<file path="config.mk">
export PLATFORM = sky130hd
export DESIGN_NAME = seg_bank_mapper
export DESIGN_NICKNAME = d
export VERILOG_FILES = /design/src/rtl/mapper_pkg.sv /design/src/rtl/seg_regfile.sv /design/src/rtl/seg_decoder.sv /design/src/rtl/window_mux.sv /design/src/rtl/seg_bank_mapper.sv
export SDC_FILE = /design/constraint.sdc
export NUM_CORES = 1
export LEC_CHECK = 0
export BUFFER_PORTS_ARGS = -buffer_cell sky130_fd_sc_hd__buf_4
export CAP_MARGIN = 20
export CORE_UTILIZATION = 50
export DETAILED_ROUTE_END_ITERATION = 6
export PLACE_DENSITY_LB_ADDON = 0.15
export SETUP_SLACK_MARGIN = 0.3
export SYNTH_ARGS = -nofsm -noshare
export SYNTH_HDL_FRONTEND = slang
export SYNTH_SLANG_ARGS = --single-unit
</file>
<file path="constraint.sdc">
create_clock -name clk -period 2.6 [get_ports clk]
set_input_delay 0.13 -clock clk [delete_from_list [all_inputs] [get_ports clk]]
set_output_delay 0.13 -clock clk [all_outputs]
set_load 0.02 [all_outputs]
</file>
<file path="src/rtl/mapper_pkg.sv">
package mapper_pkg;

    localparam int ADDR_W    = 16;
    localparam int WIN_N     = 4;
    localparam int WIN_SEL_W = $clog2(WIN_N);
    localparam int OFS_W     = ADDR_W - WIN_SEL_W;
    localparam int SEG_W     = 8;
    localparam int RAM_BLK_W = 7;
    localparam int ROM_BLK_W = 3;
    localparam int PHYS_W    = RAM_BLK_W + OFS_W;
    localparam logic [SEG_W-1:0] RAM_FIRST = 8'h20;
    localparam logic [7:0]       SEG_PORT0 = 8'hD0;

    typedef enum logic [1:0] {
        TGT_NONE = 2'd0,
        TGT_ROM  = 2'd1,
        TGT_RAM  = 2'd2,
        TGT_VOID = 2'd3
    } tgt_e;

    typedef struct packed {
        tgt_e                 tgt;
        logic [RAM_BLK_W-1:0] blk;
    } map_t;

    function automatic map_t seg_decode(input logic [SEG_W-1:0] seg);
        map_t             m;
        logic [SEG_W-1:0] idx;
        m.tgt = TGT_NONE;
        m.blk = '0;
        if (seg >= RAM_FIRST) begin
            idx = seg - RAM_FIRST;
            if ((idx >> RAM_BLK_W) != '0) begin
                m.tgt = TGT_VOID;
            end else begin
                m.tgt = TGT_RAM;
                m.blk = idx[RAM_BLK_W-1:0];
            end
        end else begin
            m.tgt = TGT_ROM;
            m.blk = {{(RAM_BLK_W-ROM_BLK_W){1'b0}}, seg[ROM_BLK_W-1:0]};
        end
        return m;
    endfunction

endpackage

</file>
<file path="src/rtl/seg_regfile.sv">
module seg_regfile
    import mapper_pkg::*;
#(
    parameter int               N     = WIN_N,
    parameter int               W     = SEG_W,
    parameter logic [7:0]       PORT0 = SEG_PORT0
) (
    input  logic                clk,
    input  logic                rst,
    input  logic                io_wr,
    input  logic [7:0]          io_port,
    input  logic [W-1:0]        io_data,
    output logic [N-1:0][W-1:0] seg_q
);

    logic port_hit_any;
    logic [N-1:0] hit;

    for (genvar i = 0; i < N; i++) begin : g_reg
        localparam logic [7:0] MY_PORT = PORT0 + 8'(i);

        assign hit[i] = io_wr && (io_port == MY_PORT);

        always_ff @(posedge clk) begin
            if (rst) begin
                seg_q[i] <= '0;
            end else if (hit[i]) begin
                seg_q[i] <= io_data;
            end
        end

        assert_seg_load_R1: assert property (@(posedge clk) disable iff (rst)
            (io_wr && io_port == MY_PORT) |=> (seg_q[i] == $past(io_data)));
    end

    assign port_hit_any = |hit;

    assert_foreign_port_R10: assert property (@(posedge clk) disable iff (rst)
        (io_wr && (io_port < PORT0 || io_port >= PORT0 + 8'(N))) |=> $stable(seg_q));

    assert_hit_onehot_R1: assert property (@(posedge clk) disable iff (rst)
        port_hit_any |-> $onehot0(hit));

endmodule

</file>
<file path="src/rtl/seg_decoder.sv">
module seg_decoder
    import mapper_pkg::*;
#(
    parameter int N = WIN_N,
    parameter int W = SEG_W
) (
    input  logic [N-1:0][W-1:0] seg_q,
    output map_t [N-1:0]        maps
);

    for (genvar i = 0; i < N; i++) begin : g_dec
        always_comb begin
            maps[i] = seg_decode(seg_q[i]);
        end
    end

endmodule

</file>
<file path="src/rtl/window_mux.sv">
module window_mux
    import mapper_pkg::*;
#(
    parameter int N     = WIN_N,
    parameter int SEL_W = WIN_SEL_W
) (
    input  map_t [N-1:0]     maps,
    input  logic [SEL_W-1:0] win_sel,
    input  logic             upper_half,
    input  logic             ovl_ram,
    output map_t             map_out
);

    logic in_overlay;

    assign in_overlay = (win_sel == '0) && !upper_half;

    always_comb begin
        map_out = maps[win_sel];
        if (in_overlay) begin
            map_out.tgt = ovl_ram ? TGT_RAM : TGT_ROM;
            map_out.blk = '0;
        end
    end

endmodule

</file>
<file path="src/rtl/seg_bank_mapper.sv">
module seg_bank_mapper
    import mapper_pkg::*;
(
    input  logic              clk,
    input  logic              rst,
    input  logic [ADDR_W-1:0] cpu_addr,
    input  logic              cpu_rd,
    input  logic              cpu_wr,
    input  logic              io_wr,
    input  logic [7:0]        io_port,
    input  logic [SEG_W-1:0]  io_data,
    input  logic              ovl_ram,
    output logic [PHYS_W-1:0] phys_addr,
    output logic              rom_sel,
    output logic              ram_sel,
    output logic              ram_we,
    output logic              unmapped
);

    logic [WIN_N-1:0][SEG_W-1:0] seg_q;
    map_t [WIN_N-1:0]            maps;
    map_t                        cur;
    logic                        access;

    seg_regfile #(.N(WIN_N), .W(SEG_W), .PORT0(SEG_PORT0)) u_regs (
        .clk     (clk),
        .rst     (rst),
        .io_wr   (io_wr),
        .io_port (io_port),
        .io_data (io_data),
        .seg_q   (seg_q)
    );

    seg_decoder #(.N(WIN_N), .W(SEG_W)) u_dec (
        .seg_q (seg_q),
        .maps  (maps)
    );

    window_mux #(.N(WIN_N), .SEL_W(WIN_SEL_W)) u_mux (
        .maps       (maps),
        .win_sel    (cpu_addr[ADDR_W-1 -: WIN_SEL_W]),
        .upper_half (cpu_addr[OFS_W-1]),
        .ovl_ram    (ovl_ram),
        .map_out    (cur)
    );

    assign access = cpu_rd || cpu_wr;

    always_comb begin
        rom_sel  = cpu_rd && (cur.tgt == TGT_ROM);
        ram_sel  = access && (cur.tgt == TGT_RAM);
        ram_we   = cpu_wr && (cur.tgt == TGT_RAM);
        unmapped = access && (cur.tgt == TGT_VOID);
        if (cur.tgt == TGT_ROM || cur.tgt == TGT_RAM) begin
            phys_addr = {cur.blk, cpu_addr[OFS_W-1:0]};
        end else begin
            phys_addr = '0;
        end
    end

    assert_single_target_R3: assert property (@(posedge clk) disable iff (rst)
        $onehot0({rom_sel, ram_sel, unmapped}));

    assert_void_quiet_R3: assert property (@(posedge clk) disable iff (rst)
        unmapped |-> (!ram_we && phys_addr == '0));

    assert_we_needs_ram_R5: assert property (@(posedge clk) disable iff (rst)
        ram_we |-> (ram_sel && cpu_wr));

    assert_ram_write_R2: assert property (@(posedge clk) disable iff (rst)
        (cpu_wr && ram_sel) |-> ram_we);

    assert_overlay_rom_R6: assert property (@(posedge clk) disable iff (rst)
        (cpu_rd && cpu_addr[ADDR_W-1:OFS_W-1] == '0 && !ovl_ram)
            |-> (rom_sel && phys_addr == PHYS_W'(cpu_addr)));

    assert_idle_R9: assert property (@(posedge clk) disable iff (rst)
        (!cpu_rd && !cpu_wr) |-> (!rom_sel && !ram_sel && !ram_we && !unmapped));

endmodule

</file>
==> results.cfg, run 1 <==
[outcome]
status = completed

[sta]
setup_ws_ns = 0.0474
fin_hold_ws_ns = 0.100
final.min_clock_period_ns = 2.55
max_freq_mhz = 392
finalSetupTns_ns = 0
slew-limit-headroom_pct = 56.2
skew_ns = 0
setup_viol = 0
grt_setup_unrepaired = true
hold_viol = 0
period_share_pct = 98.2
slew_violations = 0
worstMarginPinSlew_ns = 0.651

[power]
p_leak_nw = 1.23
power.switching_mw = 0.354
p_clk_share_pct = 32.9
p_seq_share_pct = 42.0
internal-power_mw = 0.811
p_comb_share_pct = 25.1
power_mw = 1.16
switching_share_pct = 30.4
power_density_nw_per_um2 = 384
ir_drop_uv = 399

[global_route]
grt_pass1_wl_mm = 10.3
antenna_found_initial = 0
grt_pass1_vias = 2184
overflow = 0
grt_usage_pct = 32.9
grt_max_degree = 33

[logic_synthesis]
synth_top_family_by_area = simple AND/OR/NAND/NOR gates
synth-edff-count = 0
syn_area_per_cell_sq_um = 8.31
syn-num-nets = 276
ys_async_sr_fraction_pct = 0
ys_types = 35
syn_area_sq_um = 1920
synth_top_area_share_pct = 33.4
synth-compound-area-share_pct = 15.4
synthXorXnorAreaFrac_pct = 0
yosys.area_share.simple_pct = 24.0
yosysSeqAreaShare_pct = 33.4
syn_inst = 231
synth.mux.area_fraction_pct = 16.7
synth_common_cells = nor2_1, dfxtp_1, mux2i_1, and2_1, inv_1
synth.area.top_cells = dfxtp_1, mux2i_1, nor2_1
yosys.area.top_type = dfxtp_1
yosys_warnings = 0
synthAdderAreaFrac_pct = 4.56
synthFlopType = dfxtp_1
synth_seq_cells = 32
synth.most_common_cell = nor2_1

[layout]
fin_nets = 367
top_regs = u_regs.seg_q (32)
layout-drive-gt1-share_pct = 46.1
top_register = u_regs.seg_q
antenna_cells = 0
areaGrowthSynthToFinish_pct = 58.0
largest_reg_flops = 32

[setup_path]
crit_required_ns = 2.47
endpoint_kind = output pin
critPathMaxStageDelay_ns = 0.39
path_cells = inv_2, ha_4, nand2_1, inv_1, o21ai_2, a31o_4, ha_4, nand2_8, o22ai_4, buf_6
cp_slowest_cell = dfxtp_1
cp.arrival_ns = 2.42
cp_common_cell = ha_4
cp-start-kind = register
cp_top_family = compound AO/OA/AOI/OAI gates
critPathBufInv = 3
cp_max_fo = 5
critPathKind = register to output pin

[drt]
drtIter0Drc = 161
first_pass_iters = 7
routedWlPerCell_um = 18.0
vias = 2191
drt-total-wl_mm = 6.68
ant_nets = 0
drt-vias-per-instance = 5.91
remaining_drc_errors = 0

[clock_network]
root_buffer = clkbuf_8
cts_tree = built
hold_buffers = 0
htree_num_levels = 2
worstSkewPairLatency_ns = 0.29
ctsLongestPathBuffers = 2
clk_pin_slew_worst_paths_ns = 0.07
cts_buffers = 5
cts_num_sinks = 32

[die]
initial_core_util_pct = 52.5
core-area_sq_um = 3660
die_w_um = 64.0
io_pins = 63
row_count = 22
die_area_sq_um = 4090
die_y_um = 64.0

[placement]
place_congestion = 0.865
io_buffers = 62
hpwl_mm = 3.59
pre_cts_ws_ns = 0.157

[job]
drv_cap = 0

[min_path]
hold_path_class = primary input to register
layout make-up:
cell class	instances	area, sq um
Tap cell	48	60.1
Inverter	15	58.8
Sequential cell	32	653
Multi-Input combinational cell	175	1450
Clock buffer	5	68.8
Timing Repair Buffer	93	724
Clock inverter	3	18.8
Fill cell	244	627
tightest hold or removal path: cells and delay by family:
family	cells	cell delay, ns
and+or+nand+nor	1	0.07
muxes	1	0.06
buffers and inverters	1	0.10
metal layers:
layer	wire (um)	up-vias	track usage, %
met5	0	-	0
met4	371	0	22.2
met3	594	39	8.75
met2	3110	157	55.2
met1	2610	996	36.2
li1	-	999	-
logic make-up (layout without fill, tap and decap cells):
group	Yosys count	in the layout
multiplexers	32	32
buffers and inverters	24	116
AND/OR/NAND/NOR	92	92
flip-flops	32	32
adder cells (fa/ha/maj)	7	7
AO/OA/AOI/OAI	44	44
path summary, 6_finish.rpt:
kind,from,end,slack [ns],cells past startpoint
max,u_regs.seg_q[13]$_SDFFE_PP0P_,phys_addr[20],0.05,10
min,io_data[1],u_regs.seg_q[9]$_SDFFE_PP0P_,0.10,3
max reg2reg,u_regs.seg_q[15]$_SDFFE_PP0P_,u_regs.seg_q[15]$_SDFFE_PP0P_,1.76,2
min reg2reg,u_regs.seg_q[18]$_SDFFE_PP0P_,u_regs.seg_q[18]$_SDFFE_PP0P_,0.50,2
through the flow:
step | util, % | cell area [sq um] | instances
finish | 82.9 | 3030 | 371
CTS | 79.6 | 2910 | 369
global placement | 65.8 | 2410 | 335
global route | 82.9 | 3030 | 371
detailed placement | 65.8 | 2410 | 335
floorplan | - | 1920 | 231
power by group through the flow:
stage / sequential (mW) / clock [mW] / combinational, mW
2_1_floorplan: 0.502 / 0 / 0.112
3_3_place_gp: 0.502 / 0 / 0.223
3_5_place_dp: 0.502 / 0 / 0.225
4_1_cts: 0.491 / 0.384 / 0.270
5_1_grt: 0.489 / 0.409 / 0.309
6_report: 0.489 / 0.383 / 0.293
cell usage in the layout, fill, tap and decap left out, types with 4 or more instances in the layout:
cell type	instances
buf_4	87
nor2_1	40
mux2i_1	32
dfxtp_1	26
and2_1	16
inv_1	9
a22oi_1	6
inv_2	5
o22ai_4	5
ha_4	5
clkbuf_8	5
buf_6	5
nand2_1	4
nor3_1	4
nor3b_1	4
a221oi_1	4
dfxtp_2	4
repair_timing:
action	CTS	global route
gates resized for setup	56	22
setup buffers	26	2
cloned	0	0
pin swaps	19	13
setup endpoints to repair	25	25
Note: power is estimated with default switching activity, not from simulation.
==> run 2: changes to the inputs <==
--- a/config.mk
+++ b/config.mk
@@ -5,9 +5,10 @@
 export SDC_FILE = /design/constraint.sdc
 export NUM_CORES = 1
 export LEC_CHECK = 0
+export ABC_AREA = 1
 export BUFFER_PORTS_ARGS = -buffer_cell sky130_fd_sc_hd__buf_4
 export CAP_MARGIN = 20
-export CORE_UTILIZATION = 50
+export CORE_UTILIZATION = 52
 export DETAILED_ROUTE_END_ITERATION = 6
 export PLACE_DENSITY_LB_ADDON = 0.15
 export SETUP_SLACK_MARGIN = 0.3
==> run 2 against run 1 <==
  * Worst hold slack improved by 0.056 ns
  * Critical endpoint unchanged
  * Sequential share of layout area decreased by 0.47 points
  * Flip-flop and latch count unchanged
  * Synthesized cell count increased by 63%
  * Via count increased by 18%
  * Power increased by 0.40%
  * Critical path depth increased by 4
  * Critical path type unchanged
==> results.cfg, run 2 <==
[power]
power_density_nw_per_um2 = 381
internal-power_mw = 0.813
ir_drop_uv = 371
p_comb_share_pct = 26.8
switching_share_pct = 30.5
power.switching_mw = 0.356
p_clk_share_pct = 31.1
p_leak_nw = 1.62
p_seq_share_pct = 42.0

[clock_network]
cts_num_sinks = 32
hold_buffers = 0
clk_pin_slew_worst_paths_ns = 0.07
cts_tree = built
htree_num_levels = 2
root_buffer = clkbuf_8
worstSkewPairLatency_ns = 0.29
cts_buffers = 5
ctsLongestPathBuffers = 2

[sta]
fin_hold_ws_ns = 0.156
max_freq_mhz = 416
grt_setup_unrepaired = true
finalSetupTns_ns = 0
period_share_pct = 92.5
final.min_clock_period_ns = 2.41
hold_viol = 0
worstMarginPinSlew_ns = 0.573
setup_viol = 0
slew-limit-headroom_pct = 61.7
skew_ns = 0
slew_violations = 0

[die]
die_w_um = 67.2
initial_core_util_pct = 54.9
die_y_um = 67.2
die_area_sq_um = 4520
row_count = 23
core-area_sq_um = 4030
io_pins = 63

[setup_path]
crit_required_ns = 2.47
critPathMaxStageDelay_ns = 0.32
path_cells = inv_2, ha_2, inv_1, nand2_1, nand4_1, o21ai_2, o21ai_2, ha_1, inv_2, nor2_4, buf_6, nand2_1, nor2_1, buf_4
cp_max_fo = 4
cp_slowest_cell = dfxtp_1
critPathKind = register to output pin
cp_top_family = simple AND/OR/NAND/NOR gates
critPathBufInv = 5
cp.arrival_ns = 2.28
endpoint_kind = output pin
cp-start-kind = register

[layout]
top_regs = u_regs.seg_q (32)
antenna_cells = 0
fin_area_sq_um = 3070
most-common-layout-cells = nand2_1, buf_4, inv_1, nor2_1, dfxtp_1
areaGrowthSynthToFinish_pct = 38.6
final_common_cell = nand2_1
largest_reg_flops = 32
top_register = u_regs.seg_q
fill_cells = 316
fin_nets = 499
layout-drive-gt1-share_pct = 30.4
finalNonFillerCells = 504

[logic_synthesis]
synth.area.top_cells = dfxtp_1, nand2_1, inv_1
synthXorXnorAreaFrac_pct = 0
synth_top_area_share_pct = 29.0
ys_async_sr_fraction_pct = 0
synthAdderAreaFrac_pct = 3.96
synth_seq_cells = 32
yosys.area_share.simple_pct = 46.3
synth_top_family_by_area = simple AND/OR/NAND/NOR gates
synthFlopType = dfxtp_1
synth-compound-area-share_pct = 2.94
yosysSeqAreaShare_pct = 29.0
yosys.area.top_type = dfxtp_1
synth.most_common_cell = nand2_1
synth-edff-count = 0
syn_area_per_cell_sq_um = 5.88
syn-num-nets = 421
synth_common_cells = nand2_1, inv_1, nor2_1, dfxtp_1, nor3_1
synth.mux.area_fraction_pct = 0
syn_area_sq_um = 2210
syn_inst = 376
ys_types = 23
yosys_warnings = 0

[drt]
drt-total-wl_mm = 6.41
first_pass_iters = 7
drt-vias-per-instance = 5.11
remaining_drc_errors = 0
ant_nets = 0
vias = 2577
drtIter0Drc = 188
routedWlPerCell_um = 12.7

[placement]
place_congestion = 0.870
hpwl_mm = 4.22
dpl_cell_area_sq_um = 2690
io_buffers = 62
placedCellCount = 480

[global_route]
grt_pass1_wl_mm = 9.62
grt_usage_pct = 28.4
overflow = 0
grt_max_degree = 33
grt_pass1_vias = 2195
antenna_found_initial = 0

[min_path]
hold_path_class = primary input to register

[outcome]
status = completed

[job]
drv_cap = 0
## run 2: metrics by stage
step	total power [mW]	util, %	setup WS (ns)
floorplan	0.636	-	0.308
global placement	0.764	66.9	0.368
detailed placement	0.767	66.9	0.297
CTS	1.14	73.4	0.262
global route	1.22	76.1	0.0956
finish	1.17	76.1	0.194
## run 2: repair_timing
action / in CTS / in global routing
buffers inserted: 14 / 2
cloned: 0 / 1
endpoints found under the setup margin: 21 / 21
resized for setup: 32 / 24
pin swaps: 10 / 14
## run 2: worst paths after layout
kind | start | to | slack, ns | cells past startpoint
setup / recovery | u_regs.seg_q[21]$_SDFFE_PP0P_ | phys_addr[20] | 0.19 | 14
setup reg to reg | u_regs.seg_q[5]$_SDFFE_PP0P_ | u_regs.seg_q[5]$_SDFFE_PP0P_ | 1.79 | 5
hold / removal | io_data[2] | u_regs.seg_q[10]$_SDFFE_PP0P_ | 0.16 | 3
hold reg to reg | u_regs.seg_q[28]$_SDFFE_PP0P_ | u_regs.seg_q[28]$_SDFFE_PP0P_ | 0.47 | 2
## run 2: cells by family (layout without fill, tap and decap cells)
kind of cell | Yosys count | in the layout
compound gates | 12 | 12
simple gates | 227 | 227
fa+ha+maj | 7 | 7
buf+inv | 98 | 176
flops | 32 | 32
## run 2: power by group through the flow
stage / Clock, mW / Combinational (mW) / Sequential (mW)
after CTS: 0.370 / 0.279 / 0.491
after detailed placement: 0 / 0.264 / 0.503
after floorplan: 0 / 0.133 / 0.502
after global placement: 0 / 0.261 / 0.503
final: 0.364 / 0.314 / 0.492
after global routing: 0.390 / 0.337 / 0.491
## run 2: worst min-delay path: cells and delay by family
family	cells	cell delay, ns
and+or+nand+nor	2	0.14
buffers and inverters	1	0.13
## run 2: area by class of cell
cell class	instances	area, sq um	share of cell area [%]
clock inverters	1	5.00	0.163
clock buffers	6	72.6	2.37
inverters	87	334	10.9
multi-input cells	246	1290	42.1
flip-flops and latches	32	646	21.1
well taps	50	62.6	2.04
repair buffers	82	656	21.4
## run 2: layer usage
| metal | global-route usage [%] | wire length [um] | vias to the layer above |
|---|---|---|---|
| met1 | 32.9 | 2570 | 1135 |
| li1 | - | - | 1295 |
| met2 | 48.9 | 3110 | 132 |
| met4 | 13.8 | 174 | 0 |
| met3 | 6.42 | 550 | 15 |
| met5 | 0 | 0 | - |
